==> src/rtl/xrs_pkg.sv <==
package xrs_pkg;

    typedef enum logic [1:0] {
        CORE_RESET = 2'd0,
        CORE_RUN   = 2'd1,
        CORE_CLEAR = 2'd2,
        CORE_PAUSE = 2'd3
    } core_state_e;

    localparam int REG_STATE = 0;
    localparam int REG_CFG   = 1;
    localparam int REG_SWRST = 2;

    localparam int VALID_BIT = 2;
    localparam int NOIN_BIT  = 7;
    localparam int NOOUT_BIT = 6;

    typedef struct packed {
        logic        state_wr;
        core_state_e state_code;
        logic        cfg_wr;
        logic        no_in;
        logic        no_out;
        logic        sw_reset;
    } wr_req_t;

    typedef struct packed {
        logic no_in;
        logic no_out;
    } dir_cfg_t;

    function automatic logic code_accepted(core_state_e c);
        return c != CORE_CLEAR;
    endfunction

endpackage

==> src/rtl/xrs_decode.sv <==
module xrs_decode
    import xrs_pkg::*;
#(
    parameter int ADDR_W = 2,
    parameter int DATA_W = 16
) (
    input  logic              wr_en,
    input  logic [ADDR_W-1:0] wr_addr,
    input  logic [DATA_W-1:0] wr_data,
    output wr_req_t           req
);

    logic unused_data;
    assign unused_data = ^{wr_data[DATA_W-1:8], wr_data[5:2]};

    always_comb begin
        req            = '0;
        req.state_code = core_state_e'(wr_data[1:0]);
        req.no_in      = wr_data[NOIN_BIT];
        req.no_out     = wr_data[NOOUT_BIT];
        req.state_wr   = wr_en && (wr_addr == ADDR_W'(REG_STATE));
        req.cfg_wr     = wr_en && (wr_addr == ADDR_W'(REG_CFG));
        req.sw_reset   = wr_en && (wr_addr == ADDR_W'(REG_SWRST)) && wr_data[0];
    end

endmodule

==> src/rtl/xrs_seq.sv <==
module xrs_seq
    import xrs_pkg::*;
#(
    parameter int SETTLE = 2
) (
    input  logic        clk,
    input  logic        rst,
    input  wr_req_t     req,
    output core_state_e cur_state,
    output logic        st_valid,
    output logic        clr_pulse
);

    localparam int CNT_W = (SETTLE < 2) ? 1 : $clog2(SETTLE + 1);

    core_state_e      pend;
    logic [CNT_W-1:0] cnt;

    always_ff @(posedge clk) begin
        if (rst) begin
            cur_state <= CORE_RESET;
            pend      <= CORE_RESET;
            st_valid  <= 1'b1;
            cnt       <= '0;
            clr_pulse <= 1'b0;
        end else if (req.sw_reset) begin
            cur_state <= CORE_RESET;
            pend      <= CORE_RESET;
            st_valid  <= 1'b1;
            cnt       <= '0;
            clr_pulse <= 1'b1;
        end else begin
            clr_pulse <= 1'b0;
            if (!st_valid) begin
                if (cnt == CNT_W'(1)) begin
                    cur_state <= pend;
                    st_valid  <= 1'b1;
                    cnt       <= '0;
                    clr_pulse <= (pend == CORE_RESET);
                end else begin
                    cnt <= cnt - 1'b1;
                end
            end else if (req.state_wr && code_accepted(req.state_code)) begin
                pend     <= req.state_code;
                st_valid <= 1'b0;
                cnt      <= CNT_W'(SETTLE);
            end
        end
    end

endmodule

==> src/rtl/xrs_cfg.sv <==
module xrs_cfg
    import xrs_pkg::*;
(
    input  logic        clk,
    input  logic        rst,
    input  wr_req_t     req,
    input  core_state_e cur_state,
    input  logic        st_valid,
    output dir_cfg_t    cfg
);

    logic load_ok;
    assign load_ok = req.cfg_wr && (cur_state == CORE_RESET) && st_valid;

    always_ff @(posedge clk) begin
        if (rst || req.sw_reset) begin
            cfg <= '0;
        end else if (load_ok) begin
            cfg.no_in  <= req.no_in;
            cfg.no_out <= req.no_out;
        end
    end

endmodule

==> src/rtl/xfer_runstate_ctrl.sv <==
module xfer_runstate_ctrl
    import xrs_pkg::*;
#(
    parameter int ADDR_W = 2,
    parameter int DATA_W = 16,
    parameter int SETTLE = 2
) (
    input  logic              clk,
    input  logic              rst,
    input  logic              wr_en,
    input  logic [ADDR_W-1:0] wr_addr,
    input  logic [DATA_W-1:0] wr_data,
    input  logic [ADDR_W-1:0] rd_addr,
    output logic [DATA_W-1:0] rd_data,
    output logic              dp_clear,
    output logic              dp_shift_en,
    output logic              dp_hold,
    output logic              in_en,
    output logic              out_en
);

    wr_req_t     req;
    core_state_e cur_state;
    logic        st_valid;
    dir_cfg_t    cfg;

    xrs_decode #(
        .ADDR_W(ADDR_W),
        .DATA_W(DATA_W)
    ) u_decode (
        .wr_en  (wr_en),
        .wr_addr(wr_addr),
        .wr_data(wr_data),
        .req    (req)
    );

    xrs_seq #(
        .SETTLE(SETTLE)
    ) u_seq (
        .clk      (clk),
        .rst      (rst),
        .req      (req),
        .cur_state(cur_state),
        .st_valid (st_valid),
        .clr_pulse(dp_clear)
    );

    xrs_cfg u_cfg (
        .clk      (clk),
        .rst      (rst),
        .req      (req),
        .cur_state(cur_state),
        .st_valid (st_valid),
        .cfg      (cfg)
    );

    assign dp_shift_en = (cur_state == CORE_RUN) && st_valid;
    assign dp_hold     = (cur_state == CORE_PAUSE);
    assign in_en       = !cfg.no_in;
    assign out_en      = !cfg.no_out;

    always_comb begin
        rd_data = '0;
        if (rd_addr == ADDR_W'(REG_STATE)) begin
            rd_data[1:0]      = cur_state;
            rd_data[VALID_BIT] = st_valid;
        end else if (rd_addr == ADDR_W'(REG_CFG)) begin
            rd_data[NOIN_BIT]  = cfg.no_in;
            rd_data[NOOUT_BIT] = cfg.no_out;
        end
    end

endmodule

==> config.mk <==
export PLATFORM = sky130hd
export DESIGN_NAME = xfer_runstate_ctrl
export DESIGN_NICKNAME = d
export VERILOG_FILES = /design/src/rtl/xrs_pkg.sv /design/src/rtl/xrs_decode.sv /design/src/rtl/xrs_seq.sv /design/src/rtl/xrs_cfg.sv /design/src/rtl/xfer_runstate_ctrl.sv
export SDC_FILE = /design/constraint.sdc
export NUM_CORES = 1
export LEC_CHECK = 0
export ABC_CLOCK_PERIOD_IN_PS = 2000
export CAP_MARGIN = 10
export CORE_UTILIZATION = 38
export CTS_BUF_LIST = sky130_fd_sc_hd__clkbuf_8
export DETAILED_ROUTE_END_ITERATION = 8
export PLACE_DENSITY_LB_ADDON = 0.15
export SKIP_LAST_GASP = 1
export SYNTH_ARGS = -nofsm -noshare
export SYNTH_HDL_FRONTEND = slang
export SYNTH_SLANG_ARGS = --single-unit
==> constraint.sdc <==
create_clock -name clk -period 2 [get_ports clk]
set_clock_uncertainty 0.2 [all_clocks]
set_input_delay 0.4 -clock clk [delete_from_list [all_inputs] [get_ports clk]]
set_output_delay 0.4 -clock clk [all_outputs]
set_load 0.01 [all_outputs]
==> results of run 1 <==
==> how the worst max path moves through the flow <==
stage | start | cells after the start | to | slack [ns]
2_1_floorplan | rd_addr[1] | 1 | rd_data[6] | 0.69
3_3_place_gp | rd_addr[1] | 4 | rd_data[2] | -0.26
3_5_place_dp | rd_addr[1] | 4 | rd_data[1] | -0.29
4_1_cts | rd_addr[0] | 4 | rd_data[1] | 0.02
5_1_grt | u_seq.cur_state[0] | 2 | dp_shift_en | 0.01
6_report | u_seq.cur_state[1] | 2 | dp_shift_en | 0.09
==> report_power, final <==
group	switching (W)	total, W	leakage, nW	internal, W
logic	0.0000398	0.0000793	0.258	0.0000396
registers	0.00000324	0.000209	0.0811	0.000206
clock network	0.0000739	0.000246	0.0288	0.000173
total	0.000117	0.000535	0.368	0.000418
==> state kept, by name (all words and copies together), names as in the netlist <==
| signal | count |
|---|---|
| u_seq.st_valid | 1 |
| u_seq.cur_state | 2 |
| u_seq.pend | 2 |
| u_cfg.cfg | 2 |
| u_seq.clr_pulse | 1 |
| u_seq.cnt | 2 |
==> cell families after synthesis <==
group	Yosys count
AO/OA/AOI/OAI	15
adder cells (fa/ha/maj)	1
buffers and inverters	15
flip-flops	10
other	1
AND/OR/NAND/NOR	31
==> area by class of cell <==
class,count,share of cell area (%)
clock buffer,4,6.32
inverter,3,1.29
sequential,10,23.0
multi-input combinational,58,43.7
tap,16,2.30
timing repair buffer,21,23.4
==> per-stage QoR <==
step	hold WS [ns]	total power [W]
floorplan	0.237	0.000271
CTS	0.263	0.000538
detailed placement	0.255	0.000293
finish	0.264	0.000535
global placement	0.254	0.000292
global route	0.279	0.000562
==> worst max-delay path, stage by stage (launching register included) <==
cell and delay, ns:
dfxtp_1 0.34, and3b_1 0.21, clkdlybuf4s50_1 0.53
==> cell usage after synthesis, drive strengths merged <==
library cell / instances / area (um2)
nand3: 4 / 20.0
o221a: 1 / 11.3
or3: 1 / 6.26
or2: 1 / 6.26
o31ai: 1 / 12.5
and2: 4 / 25.0
o21ai: 4 / 20.0
nand4b: 1 / 8.76
a21oi: 8 / 40.0
nand4bb: 2 / 22.5
conb: 1 / 3.75
buf: 12 / 90.1
nor3b: 2 / 15.0
and3b: 1 / 8.76
dfxtp: 10 / 200
nor2b: 2 / 12.5
nor2: 1 / 3.75
nand2: 5 / 18.8
ha: 1 / 12.5
and2b: 2 / 15.0
inv: 3 / 11.3
and4bb: 2 / 25.0
o311ai: 1 / 8.76
nand2b: 3 / 33.8
==> timing repair <==
action | 4_1_cts | 5_1_grt
resized for setup | 7 | 4
endpoints found under the setup margin | 5 | 5
hold endpoints to repair | 0 | 0
==> cell usage in the layout, fill, tap and decap left out, drive strengths merged, types with 2 or more instances in the layout <==
master / instances
inv: 3
and2: 4
nand2b: 3
nor2b: 2
nand3: 4
dfxtp: 10
conb: 11
nand4bb: 2
nand2: 5
clkbuf: 4
and2b: 2
a21oi: 8
o21ai: 4
and4bb: 2
nor3b: 2
dlygate4sd2: 5
clkdlybuf4s50: 13
==> layer usage <==
metal | part of all wire [%] | GRT usage, %
met1 | 40 | 17.2
met2 | 51 | 25.2
met3 | 8.0 | 4.68
met4 | 1.1 | 7.50
met5 | 0 | 0
==> summary.md, run 1 <==
| Metric | Value |
|---|---|
| IO Count | `44` |
| Compound-Gate Fraction of Synth Area | `14.7%` |
| Final min period | `1.91 ns` |
| Worst hold start | `u_seq.pend[0]` |
| TritonRoute pass-1 iters | `3` |
| Worst-path clk slew | `0.05 ns` |
| Antenna Cells | `0` |
| CTS sink cnt | `10` |
| Initial core utilization | `41.5%` |
| I/O Buffers | `20` |
| Flops & latches, synth | `10` |
| Multi-input logic area | `380 um2` |
| Design area | `871 um2` |
| Final non-filler cell total | `112` |
| Class of the worst hold path | `reg -> reg` |
| Sequential fraction of the synthesis area | `31.7%` |
| Adder-cell share of the synthesized area | `1.98%` |
| Average via count per standard cell | `4.97` |
| WL/cell | `about 11 um` |
| Reg2reg end | `u_seq.clr_pulse` |
| Data arrival, critical path | `1.31 ns` |
| Largest family of logic cells by synthesized area | `simple AND/OR/NAND/NOR gates` |
| Fin. Hold Viols | `0` |
| Die area | `1830 um2` |
| Core Util, Final | `between 50% and 60%` |
| Mux cell area share after synthesis | `0%` |
| Area grow syn2layout | `37.8%` |
| Mapped Area | `632 um2` |
| Fin nets | `around 120` |
| Leak | `0.368 nW` |
| Clock Root Buffer | `clkbuf_8` |
| Xor and xnor fraction of the mapped netlist area | `0%` |
| Max Slew Vio Count | `0` |
| Required time of the critical path | `between 1 and 1.5 ns` |
| Post-route ant nets | `0` |
| Via count | `557` |
| Core footprint | `around 1500 um2` |
| Total routed wirelength | `1240 um` |
| Initial DRC count | `3` |
| Element type at the critical path start | `flop` |
| FF/Latch Area | `roughly 200 um2` |
| Core Rows | `14` |
| Final Cycle Share | `95.5%` |
| Synth Area per Inst | `slightly below 9 um2` |
| DP Wirelength | `roughly 980 um` |
| RePlAce Congestion | `0.766` |
| Crit path capture type | `output pin` |
| GR Overflow Total | `0` |
| # setup viols final | `0` |
| Reg2reg path depth | `4` |
| Die H | `42.8 um` |
| Yosys cell types | `25` |
| CP max FO | `6` |
| Worst r2r src | `u_seq.st_valid` |
| Fmax | `0.524 GHz` |
| Initial antenna violation count | `0` |
| Peak VDD IR | `278 uV` |
| CTS tree | `built` |
| Flop2flop setup slack | `around 0.63 ns` |
| First-pass GRT wire length | `between 2000 and 2500 um` |
| Share of post-route cells with drive strength above 1 | `about 14%` |
| Largest net degree at the start of global routing | `11` |
| Post-CTS Hold Buffers | `0` |
| Vias in the first global route | `about 500` |
| PD cells | `614 nW/um2` |
| Synth Area in Simple Gates | `35.0%` |
| DRC Markers | `0` |
| Min setup slack post-route | `between 0.09 and 0.1 ns` |
| Max-cap violations | `0` |
| Run status | `finished, final reports clean` |
| Synth Instances | `73` |
| DP Cell Count | `108` |
| Hold depth | `2` |
| Post-CTS Setup Inserts | `0` |
| Die Wd | `42.8 um` |
| DP Worst Slack | `-0.288 ns` |
| Setup CP Type | `reg -> out` |
| Fillers | `between 100 and 150` |
| Clock buffer depth | `2` |
| GRT Total Usage | `15.1%` |
| Synth warn | `0` |
| CTS Buf Count | `3` |
| Setup TNS | `0 ns` |
| Placed cell area | `807 um2` |
| Htree depth | `1` |
| Hold worst-path end | `u_seq.cur_state[0]` |
| RSZ-0062 raised after global routing | `no` |
| Worst-Skew Late Latency | `about 0.23 ns` |
Note: power is estimated with default switching activity, not from simulation.
==> run 2: changes to the inputs <==
Settings changed: CORE_AREA set to 2 2 39 41, CORE_UTILIZATION 38 to not set, DIE_AREA set to 0 0 41 43, DONT_BUFFER_PORTS set to 1.
==> run 2 against run 1 <==
  * Cell count fell by 19%
  * Largest cell class unchanged
  * Largest power group unchanged
  * Total power fell by 4.8%
  * Via count fell by 14%
  * Sequential share of layout area rose by 7.6 points
  * Clock power rose by 3%
  * Sequential power barely moved
==> summary.md, run 2 (synthesis gave the netlist of run 1 again) <==
| Metric | Value |
|---|---|
| Critical-path cell list | `and3b_1 (was and3b_1 > clkdlybuf4s50_1)` |
| Worst r2r src | `u_seq.cnt[0] (was u_seq.st_valid)` |
| Core Rows | `14 (unchanged)` |
| Crit path capture type | `output pin (unchanged)` |
| Data arrival, critical path | `1.03 ns (was 1.31 ns)` |
| Die area | `1760 um2 (was 1830 um2)` |
| Fin. Hold Viols | `0 (unchanged)` |
| Worst hold start | `rst (was u_seq.pend[0])` |
| Power Total | `0.000509 W (was 0.000535 W)` |
| CP max FO | `12 (was 6)` |
| RePlAce Congestion | `0.698 (was 0.766)` |
| Peak VDD IR | `351 uV (was 278 uV)` |
| RSZ-0062 raised after global routing | `no (unchanged)` |
| Leak | `0.257 nW (was 0.368 nW)` |
| Initial core utilization | `45.7% (was 41.5%)` |
| Initial DRC count | `5 (was 3)` |
| TritonRoute pass-1 iters | `4 (was 3)` |
| Clock buffer depth | `2 (unchanged)` |
| Largest net degree at the start of global routing | `13 (was 11)` |
| Fmax | `0.614 GHz (was 0.524 GHz)` |
| Area grow syn2layout | `3.56% (was 37.8%)` |
| Crit. path cell count | `1 (was 2)` |
| DRC Markers | `0 (unchanged)` |
| Die H | `43 um (was 42.8 um)` |
| Antenna Cells | `0 (unchanged)` |
| PD cells | `778 nW/um2 (was 614 nW/um2)` |
| Commonest non-fill, non-tap cell in the layout | `conb_1 (was clkdlybuf4s50_1)` |
| # setup viols final | `0 (unchanged)` |
| Critical Path Max Stage Delay | `0.52 ns (was 0.53 ns)` |
| Most frequent cells in the layout | `conb_1, dfxtp_1, a21oi_1 (was clkdlybuf4s50_1, conb_1, dfxtp_1)` |
| I/O Buffers | `0 (was 20)` |
| Worst path slowest cell | `dfxtp_1 (was clkdlybuf4s50_1)` |
| Setup CP Type | `reg -> out (unchanged)` |
| Initial antenna violation count | `0 (unchanged)` |
| Core Util, Final | `47.3% (was 57.1%)` |
| Setup TNS | `0 ns (unchanged)` |
| IO Count | `44 (unchanged)` |
| GRT Total Usage | `14.2% (was 15.1%)` |
| Element type at the critical path start | `flop (unchanged)` |
| Run status | `finished, final reports clean (unchanged)` |
| Htree depth | `1 (unchanged)` |
| Die Wd | `41 um (was 42.8 um)` |
| CP top delay family | `flip-flops (was buffers and inverters)` |
| Post-CTS Setup Inserts | `0 (unchanged)` |
| Max-cap violations | `0 (unchanged)` |
| Max Slew Vio Count | `0 (unchanged)` |
| Post-route ant nets | `0 (unchanged)` |
| Bufs and invs on worst path | `0 (was 1)` |
| Final Cycle Share | `81.4% (was 95.5%)` |
| Clock Root Buffer | `clkbuf_8 (unchanged)` |
| Average via count per standard cell | `5.26 (was 4.97)` |
| Vias in the first global route | `431 (was 506)` |
| Final min period | `1.63 ns (was 1.91 ns)` |
| Post-CTS Hold Buffers | `0 (unchanged)` |
| CTS tree | `built (unchanged)` |
| Class of the worst hold path | `in -> reg (was reg -> reg)` |
| Total routed wirelength | `1120 um (was 1240 um)` |
| Reg2reg path depth | `4 (unchanged)` |
| Hold depth | `1 (was 2)` |
| Required time of the critical path | `1.40 ns (about the same)` |
| WL/cell | `12.3 um (was 11.0 um)` |
| Post-cts sizing count | `0 (was 7)` |
| CP startpoint | `u_seq.st_valid (was u_seq.cur_state[1])` |
| Worst-Skew Late Latency | `0.23 ns (about the same)` |
| CTS sink cnt | `10 (unchanged)` |
| Core footprint | `1380 um2 (was 1520 um2)` |
| GR Overflow Total | `0 (unchanged)` |
| First-pass GRT wire length | `1670 um (was 2080 um)` |
| Via count | `479 (was 557)` |
| Worst-path clk slew | `0.05 ns (about the same)` |
| Share of post-route cells with drive strength above 1 | `12.0% (was 13.5%)` |
| Fin nets | `100 (was 121)` |
| CTS Buf Count | `3 (unchanged)` |
==> run 2: cell count changes in the layout (fill, tap and decap cells not counted), sizes merged <==
cell and delta:
clkdlybuf4s50 -13, dlygate4sd2 -5, buf -1, clkdlybuf4s15 -1
dlymetal6s2s -1
==> run 2: path summary, 6_finish.rpt <==
check / slack (ns) / endpoint
max: 0.37 / dp_shift_en
min reg2reg: 0.27 / u_cfg.cfg[0]
min: 0.03 / u_seq.clr_pulse
max reg2reg: 0.65 / u_seq.clr_pulse
==> run 2: cell type report <==
cell class / count / area, um2
Multi-Input combinational cell: 58 / 368
Inverter: 3 / 11.3
Sequential cell: 10 / 200
Tap cell: 16 / 20.0
Clock buffer: 4 / 55.1
Fill cell: 154 / 729
==> run 2: through the flow <==
stage	instance area, um2	setup WS [ns]	hold slack (ns)	cells
floorplan	669	0.691	0.237	83
global placement	599	0.632	0.266	87
detailed placement	599	0.627	0.271	87
CTS	654	0.375	0.0258	91
global route	654	0.301	0.0237	91
finish	654	0.372	0.0308	91
==> run 2: power by group <==
group          internal, W  switching, W
Sequential        0.000206    0.00000552
Clock             0.000173     0.0000799
Combinational    0.0000182     0.0000266
==> run 2: metal layers <==
metal	part of all wire [%]	track usage, %	vias up	wire length [um]
li1	-	-	237	-
met1	45	17.5	214	500
met2	46	20.6	26	512
met3	8.1	4.71	2	91
met4	1.4	8.00	0	16
met5	0	0	-	0
==> run 3: changes to the inputs <==
Settings changed: ABC_CLOCK_PERIOD_IN_PS 2000 to 1400.
Clock period 2 ns to 1.4 ns, I/O delays scaled along.
==> run 3 against run 2 <==
  * Global-route usage increased by 1.4 points
  * Via count increased by 5.2%
  * Sequential share of layout area decreased by 2.8 points
  * Combinational power increased by 78%
  * Critical path depth increased by 1
  * Clock power increased by 43%
  * Count of clock-buffer cells in the layout unchanged
  * Routed wire length increased by 12%
  * First-iteration DRC count increased by 20%
  * Cell count increased by 5.5%
  * Core utilization increased by 5.7 points
  * Flip-flop and latch count unchanged
  * Critical path type unchanged
  * Critical endpoint is now rd_data[7]
  * Largest power group unchanged
  * Highest routed layer unchanged
==> summary.md, run 3 (synthesis gave the netlist of run 1 again) <==
| Metric | Value |
|---|---|
| Worst-Skew Late Latency | `0.23 ns (about the same)` |
| RSZ-0062 raised after global routing | `yes (was no)` |
| Largest net degree at the start of global routing | `13 (unchanged)` |
| Die H | `43 um (unchanged)` |
| Run status | `finished, final reports clean (unchanged)` |
| First-pass GRT wire length | `1820 um (was 1670 um)` |
| Leak | `0.289 nW (was 0.257 nW)` |
| Post-CTS Setup Inserts | `0 (unchanged)` |
| Via count | `504 (was 479)` |
| Max Slew Vio Count | `0 (unchanged)` |
| Max-cap violations | `0 (unchanged)` |
| WHS | `0.00494 ns (was 0.0308 ns)` |
| Placed cell area | `599 um2 (unchanged)` |
| Initial DRC count | `6 (was 5)` |
| Clock share of power | `48.7% (was 49.7%)` |
| Clock buffer depth | `2 (unchanged)` |
| Vias in the first global route | `466 (was 431)` |
| Data arrival, critical path | `0.88 ns (was 1.03 ns)` |
| Die Wd | `41 um (unchanged)` |
| GRT Total Usage | `15.6% (was 14.2%)` |
| Antenna Cells | `0 (unchanged)` |
| Commonest non-fill, non-tap cell in the layout | `conb_1 (unchanged)` |
| Most frequent cells in the layout | `conb_1, dfxtp_1, a21oi_1 (unchanged)` |
| Switching power | `0.000164 W (was 0.000112 W)` |
| Die area | `1760 um2 (unchanged)` |
| # setup viols final | `0 (unchanged)` |
| DP Worst Slack | `0.0498 ns (was 0.627 ns)` |
| Post-route ant nets | `0 (unchanged)` |
| Total routed wirelength | `1260 um (was 1120 um)` |
| CTS Buf Count | `3 (unchanged)` |
| Pint | `0.000578 W (was 0.000397 W)` |
| PD cells | `1010 nW/um2 (was 778 nW/um2)` |
| Design area | `733 um2 (was 654 um2)` |
| Final min period | `~1.4 ns` |
| Htree depth | `1 (unchanged)` |
| Initial antenna violation count | `0 (unchanged)` |
| Class of the worst hold path | `in -> reg (unchanged)` |
| Share of post-route cells with drive strength above 1 | `17.5% (was 12.0%)` |
| Gate power share | `10.7% (was 8.8%)` |
| GR Overflow Total | `0 (unchanged)` |
| Crit path capture type | `output pin (unchanged)` |
| Switching portion of total power | `22.1% (was 22.0%)` |
| Register share of total power | `40.6% (was 41.5%)` |
| Core Util, Final | `53.0% (was 47.3%)` |
| TritonRoute pass-1 iters | `3 (was 4)` |
| Area grow syn2layout | `16.0% (was 3.56%)` |
| Min setup slack post-route | `0.0432 ns (was 0.372 ns)` |
| Setup CP Type | `reg -> out (unchanged)` |
| Worst-path clk slew | `0.05 ns (about the same)` |
| RePlAce Congestion | `0.698 (unchanged)` |
| Fin nets | `105 (was 100)` |
| Average via count per standard cell | `5.25 (was 5.26)` |
| Peak VDD IR | `504 uV (was 351 uV)` |
| Initial core utilization | `45.7% (unchanged)` |
| Clock Root Buffer | `clkbuf_8 (unchanged)` |
| CP max FO | `2 (was 12)` |
| I/O Buffers | `0 (unchanged)` |
| DRC Markers | `0 (unchanged)` |
| Final Cycle Share | `96.9%` |
| Power Total | `0.000743 W (was 0.000509 W)` |
| CTS sink cnt | `10 (unchanged)` |
| Fmax | `approximately 0.74 GHz` |
| IO Count | `44 (unchanged)` |
| WL/cell | `13.1 um (was 12.3 um)` |
| Fin. Hold Viols | `0 (unchanged)` |
| CTS tree | `built (unchanged)` |
| Element type at the critical path start | `flop (unchanged)` |
| Core footprint | `1380 um2 (unchanged)` |
| Core Rows | `14 (unchanged)` |
| Required time of the critical path | `0.92 ns (was 1.40 ns)` |
## run 3: cell count changes in the layout (fill, tap and decap cells not counted), sizes merged
cell,before,now
dlygate4sd3,0,5
## run 3: path summary, 6_finish.rpt
| path | from | endpoint | slack (ns) | depth (start not counted) |
|---|---|---|---|---|
| worst min register to register | u_cfg.cfg[1] | u_cfg.cfg[1] | 0.28 | 2 |
| worst max register to register | u_seq.cnt[0] | u_seq.clr_pulse | 0.06 | 4 |
| worst max-delay path | u_cfg.cfg[1] | rd_data[7] | 0.04 | 2 |
| worst min-delay path | wr_addr[0] | u_seq.st_valid | 0.005 | 2 |
## run 3: cell type report
class / count / area [um2]
fill: 152 / 651
multi-input combinational: 58 / 393
sequential: 10 / 204
clock buffer: 4 / 55.1
timing repair buffer: 5 / 50.0
tap: 16 / 20.0
inverter: 3 / 11.3
## run 3: what timing repair did
action | in CTS | in global routing
pin swaps | 0 | 2
endpoints found under the setup margin | 4 | 4
resized for setup | 3 | 5
hold endpoints to repair | 5 | 0
gates cloned | 0 | 0
hold buffers | 5 | 0
## run 3: worst max-delay path, stage by stage, from the launching register on
cell and delay, ns:
dfxtp_1 0.32, inv_1 0.10, nor3b_4 0.22
## run 3: through the flow
stage	TNS [ns]	std cells
2_1_floorplan	0	83
3_3_place_gp	0	87
3_5_place_dp	0	87
4_1_cts	0	96
5_1_grt	-0.0172	96
6_report	0	96
## run 3: routing by layer
metal | share of wire [%] | global-route usage [%]
met1 | 44 | 18.5
met2 | 47 | 24.1
met3 | 7.9 | 4.71
met4 | 1.3 | 8.00
met5 | 0 | 0
## run 3: power by group through the flow
stage                      logic, W  registers, W  clock network [W]
after detailed placement  0.0000635      0.000308                  0
after global routing      0.0000895      0.000302           0.000377
after floorplan           0.0000833      0.000304                  0
after CTS                 0.0000760      0.000302           0.000366
final                     0.0000798      0.000301           0.000362
after global placement    0.0000635      0.000307                  0
